File: src/rtl/adram_emu.sv
module adram_emu #(
  parameter int AW    = 4,
  parameter int DW    = 8,
  parameter int T_RCD = 3,
  parameter int T_RAS = 6,
  parameter int T_RP  = 4,
  parameter int CW    = 8
) (
  input  logic          clk,
  input  logic          rst_n,
  input  logic [1:0]    mode,
  input  logic          ras_n,
  input  logic          cas_n,
  input  logic          we_n,
  input  logic          oe_n,
  input  logic [AW-1:0] addr,
  input  logic [DW-1:0] din,
  output logic [DW-1:0] dq_out,
  output logic          dq_oe,
  output logic [AW-1:0] rfsh_row,
  output logic          tmg_err
);

  localparam int DEPTH = 1 << (2*AW);
  localparam logic [1:0] MD_NIB = 2'd1;
  localparam logic [1:0] MD_EDO = 2'd2;
  localparam logic [AW-1:0] LOMASK = AW'(3);

  logic          ras_q, cas_q;
  logic          row_open, rd_vld, err;
  logic [AW-1:0] row_r, col_r, rf_cnt, col_sel, nib_next;
  logic [1:0]    nib_cnt;
  logic [CW-1:0] ph_cnt;
  logic [DW-1:0] rd_q;
  logic [DW-1:0] mem [DEPTH];

  logic ras_fall, ras_rise, cas_fall, cas_rise, acc;
  logic [2*AW-1:0] idx;

  assign ras_fall = ras_q & ~ras_n;
  assign ras_rise = ~ras_q & ras_n;
  assign cas_fall = cas_q & ~cas_n;
  assign cas_rise = ~cas_q & cas_n;
  assign acc      = cas_fall & row_open;

  assign nib_next = (col_r & ~LOMASK) | ((col_r + AW'(1)) & LOMASK);
  assign col_sel  = (mode == MD_NIB && nib_cnt != 2'd0) ? nib_next : addr;
  assign idx      = {row_r, col_sel};

  always_ff @(posedge clk) begin
    if (acc && !we_n) mem[idx] <= din;
  end

  always_ff @(posedge clk) begin
    if (!rst_n) begin
      ras_q    <= 1'b1;
      cas_q    <= 1'b1;
      row_open <= 1'b0;
      row_r    <= '0;
      col_r    <= '0;
      rf_cnt   <= '0;
      nib_cnt  <= '0;
      ph_cnt   <= '1;
      rd_q     <= '0;
      rd_vld   <= 1'b0;
      err      <= 1'b0;
    end else begin
      ras_q <= ras_n;
      cas_q <= cas_n;

      if (ras_fall) begin
        ph_cnt  <= CW'(1);
        nib_cnt <= '0;
        if (ph_cnt < CW'(T_RP)) err <= 1'b1;
        if (!cas_n) begin
          rf_cnt <= rf_cnt + AW'(1);
        end else begin
          row_open <= 1'b1;
          row_r    <= addr;
        end
      end else if (ras_rise) begin
        ph_cnt   <= CW'(1);
        row_open <= 1'b0;
        if (ph_cnt < CW'(T_RAS)) err <= 1'b1;
      end else if (ph_cnt != '1) begin
        ph_cnt <= ph_cnt + CW'(1);
      end

      if (acc) begin
        col_r   <= col_sel;
        nib_cnt <= nib_cnt + 2'd1;
        if (ph_cnt < CW'(T_RCD)) err <= 1'b1;
        if (we_n) begin
          rd_q   <= mem[idx];
          rd_vld <= 1'b1;
        end else begin
          rd_vld <= 1'b0;
        end
      end else begin
        if (cas_rise && (mode != MD_EDO || ras_n)) rd_vld <= 1'b0;
        if (ras_rise && cas_n) rd_vld <= 1'b0;
      end
    end
  end

  assign dq_out   = rd_q;
  assign dq_oe    = rd_vld & ~oe_n & we_n;
  assign rfsh_row = rf_cnt;
  assign tmg_err  = err;

endmodule

File: config.mk
export PLATFORM = sky130hd
export DESIGN_NAME = adram_emu
export DESIGN_NICKNAME = d
export VERILOG_FILES = /design/src/rtl/adram_emu.sv
export SDC_FILE = /design/constraint.sdc
export NUM_CORES = 2
export LEC_CHECK = 0
export BUFFER_PORTS_ARGS = -buffer_cell sky130_fd_sc_hd__clkbuf_2
export CORE_MARGIN = 2
export CORE_UTILIZATION = 30
export CTS_CLUSTER_DIAMETER = 50
export DETAILED_ROUTE_END_ITERATION = 6
export GPL_TIMING_DRIVEN = 0
export PLACE_DENSITY = 0.45
export SLEW_MARGIN = 0
export SYNTH_ARGS = -nofsm -noshare
export SYNTH_HDL_FRONTEND = slang
export SYNTH_SLANG_ARGS = --single-unit
File: constraint.sdc
create_clock -name clk -period 7.53 [get_ports clk]
set_input_delay 0 -clock clk [delete_from_list [all_inputs] [get_ports clk]]
set_output_delay 0 -clock clk [all_outputs]
set_load 0.02 [all_outputs]
==> out/summary.txt <==
status -> complete, but fails checks
failing checks -> max-capacitance violations, max-slew violations, negative setup slack
Initial Util -> 30.20%
Synth area leader -> edfxtp_1
WHS Path Cells -> 4
met2 WL post-DR -> 193,100 um
top-area cell type share of the netlist area -> 75.14%
CP endpoint kind -> flop
Longest Clk Path Bufs -> 4
post-synthesis sequential area ratio -> 76.00%
Worst-path clk slew -> 0.06 ns
CTS tree -> yes
Synth Register Bits -> 2,083
Critical Path Stages -> 12
Total Nets Final -> 6,014
Slew HR -> -11.84%
Worst Hold Class -> in -> reg
crit path max-delay cell type -> nor2_1
Die X -> 526.3 um
Finished Layout Cells -> 9,799
minimum clock period -> 7.855 ns
maxcap violations -> 23
row cnt -> 191
pin count of the biggest net entering global routing -> 133
total negative setup slack -> -28.46 ns
Placer Congestion -> 1.041
Post-Route WL -> 471,400 um
Tot GR Track Use -> 33.24%
number of I/O port buffers -> 30
Max VDD drop -> 0.0001666 V
wl on met1 -> 173,000 um
asr flop ratio synth -> 0%
vias in the first global route -> 53,350
Detailed Place HPWL -> 316,300 um
crit path DAT -> 8.43 ns
clk_lat worst skew -> 0.97 ns
Post-route DRC -> 0
FF-to-FF path depth -> 12
Post-synth EDFFs -> 2,048
crit start category -> flop
area grow syn2layout -> 18.93%
Num CTS Buffers -> 289
Buf+Inv Stages, Crit Path -> 6
top_reg_cell synth -> edfxtp_1
Die Area -> 0.2770 mm2
Tightest Pin Transition -> 1.678 ns
first-pass GRT wire length -> 587,400 um
setup violators final -> 229
Mapped Area -> 0.08184 mm2
Detail Route Antenna Nets -> 0
Slew Limit Fails -> 126
DR pass1 iterations -> 7
fmax -> 127.3 MHz
share of cells above drive strength 1 -> 14.66%
clock root buffer -> clkbuf_16
total core area -> 0.2710 mm2
initial antenna violation count -> 90
Pwr Density -> 286.9 mW/mm2
Hold Crit Start -> rst_n
ranking of synthesized cells by area -> edfxtp_1, nand2_1, mux2i_1
Mapped Nets -> 5,595
Worst Path Max Fanout -> 10
most common cell in the netlist -> edfxtp_1
worst setup path start -> nib_cnt[0]
worst-path cell chain -> inv_1, ha_1, nor3b_1, buf_2, mux2_2, buf_2, nor2_1, buf_2, buf_1, nand2_1, clkbuf_2, nor2_1
Util after Layout -> 35.92%
period utilisation layout -> 104.3%
# Post-CTS Setup Buffers -> 0
Avg WL per Cell -> 48.11 um
reg2reg start -> nib_cnt[0]
Unique masters post-synth -> 74
Lkg Pwr -> 32.22 nW
DR top layer -> met5
hold_ws -> 0.04152 ns
Ports -> 34
Synth top cells by count -> edfxtp_1, nand2_1, nand3_1, mux2i_1, nor2_1
Post-Syn Area per Cell -> 14.69 um2
Placed Instances -> 9,248
met3 wire len -> 65,180 um
DP Worst Slack -> -0.2379 ns
Via density -> 6.091
RSZ-0062 raised after global routing -> no
CTS H-tree depth -> 5
initial detailed-routing violation count -> 12,300
PnR worst setup slack -> -0.3248 ns
Critical Path Max Stage Delay -> 1.15 ns
CP most frequent cell -> buf_2
total gr overflow -> 0
Final Hold Fails -> 0
Largest delay share family, worst path -> simple AND/OR/NAND/NOR gates
critical path class -> reg -> reg
die height -> 526.3 um
Syn Inst Count -> 5,570
skew final -> 0.06048 ns
Warnings, synthesis -> 0
clk sinks -> 2,083
via count -> 59,690
required time of the critical path -> 8.11 ns
-- cell families (layout without fill, tap and decap cells) --
kind of cell | Yosys count | in the layout | synth area share [%]
other cells | 0 | 43 | 0
fa+ha+maj | 5 | 5 | 0.07644
compound gates | 510 | 510 | 4.514
buf+inv | 364 | 980 | 2.331
flops | 2083 | 2083 | 76.00
simple gates | 2227 | 2227 | 11.65
xor+xnor | 10 | 10 | 0.1070
mux | 371 | 371 | 5.322
-- final timing paths --
| path | to | slack (ns) |
|---|---|---|
| min reg2reg | tmg_err | 0.48 |
| max | mem[149][7] | -0.32 |
| min | dq_out[6] | 0.04 |
| max reg2reg | mem[149][7] | -0.32 |
-- layout make-up --
class	count	area [um2]
Fill cell	26110	173700
Sequential cell	2083	62200
Multi-Input combinational cell	3123	17950
Clock buffer	346	7552
Tap cell	3570	4467
Buffer	343	1919
Timing Repair Buffer	130	1849
Clock inverter	142	1219
Antenna cell	43	107.6
Inverter	19	71.32
-- power by group --
group / leakage, nW / internal, mW / switching (mW)
Sequential: 18.7 / 12.7 / 0.0132
Combinational: 9.27 / 0.371 / 1.76
Clock: 4.26 / 7.64 / 5.39
Total: 32.2 / 20.8 / 7.17
-- routing by layer --
metal,global-route usage (%),up-vias
li1,-,22090
met1,41.80,31000
met2,46.54,5287
met3,12.59,1284
met4,24.00,34
met5,0.3290,-
-- placed cells by master, fill, tap and decap left out, types with 34 or more instances in the layout --
cell,instances
nand2_1,1274
diode_2,43
nand3_1,404
buf_4,65
dfxtp_1,35
edfxtp_1,2048
a31oi_1,71
clkinv_1,34
clkbuf_1,109
clkbuf_2,82
nand4_1,115
a21oi_1,74
nor3_1,40
o22ai_1,57
mux2i_1,315
a32oi_1,120
nor2_1,255
clkbuf_16,294
buf_2,144
mux4_2,51
clkinv_2,40
-- worst reg2reg max path: stages, from the launching register on --
cell and delay (ns):
dfxtp_1 0.33, inv_1 0.06, ha_1 0.24, nor3b_1 0.19
buf_2 0.27, mux2_2 0.49, buf_2 0.37, nor2_1 1.12
buf_2 0.80, buf_1 0.92, nand2_1 0.76, clkbuf_2 0.73
nor2_1 1.18
-- flip-flops by register name, summed over array words and instances (netlist names) --
register  flops
cas_q         1
col_r         4
dq_out        8
mem        2048
nib_cnt       2
ph_cnt        8
ras_q         1
rd_vld        1
rfsh_row      4
row_open      1
row_r         4
tmg_err       1
-- repair_timing --
item	CTS	global route
resized for setup	6	2
endpoints found under the hold margin	1516	0
endpoints found under the setup margin	54	24
pin swaps	0	0
hold buffers	22	0
-- through the flow --
step	area, um2	total power, mW
after floorplan	81840	13.61
after global placement	86460	14.98
after detailed placement	88220	14.98
after CTS	97230	27.73
after global routing	97240	28.22
final	97330	27.92
Note: power is estimated with default switching activity, not from simulation.
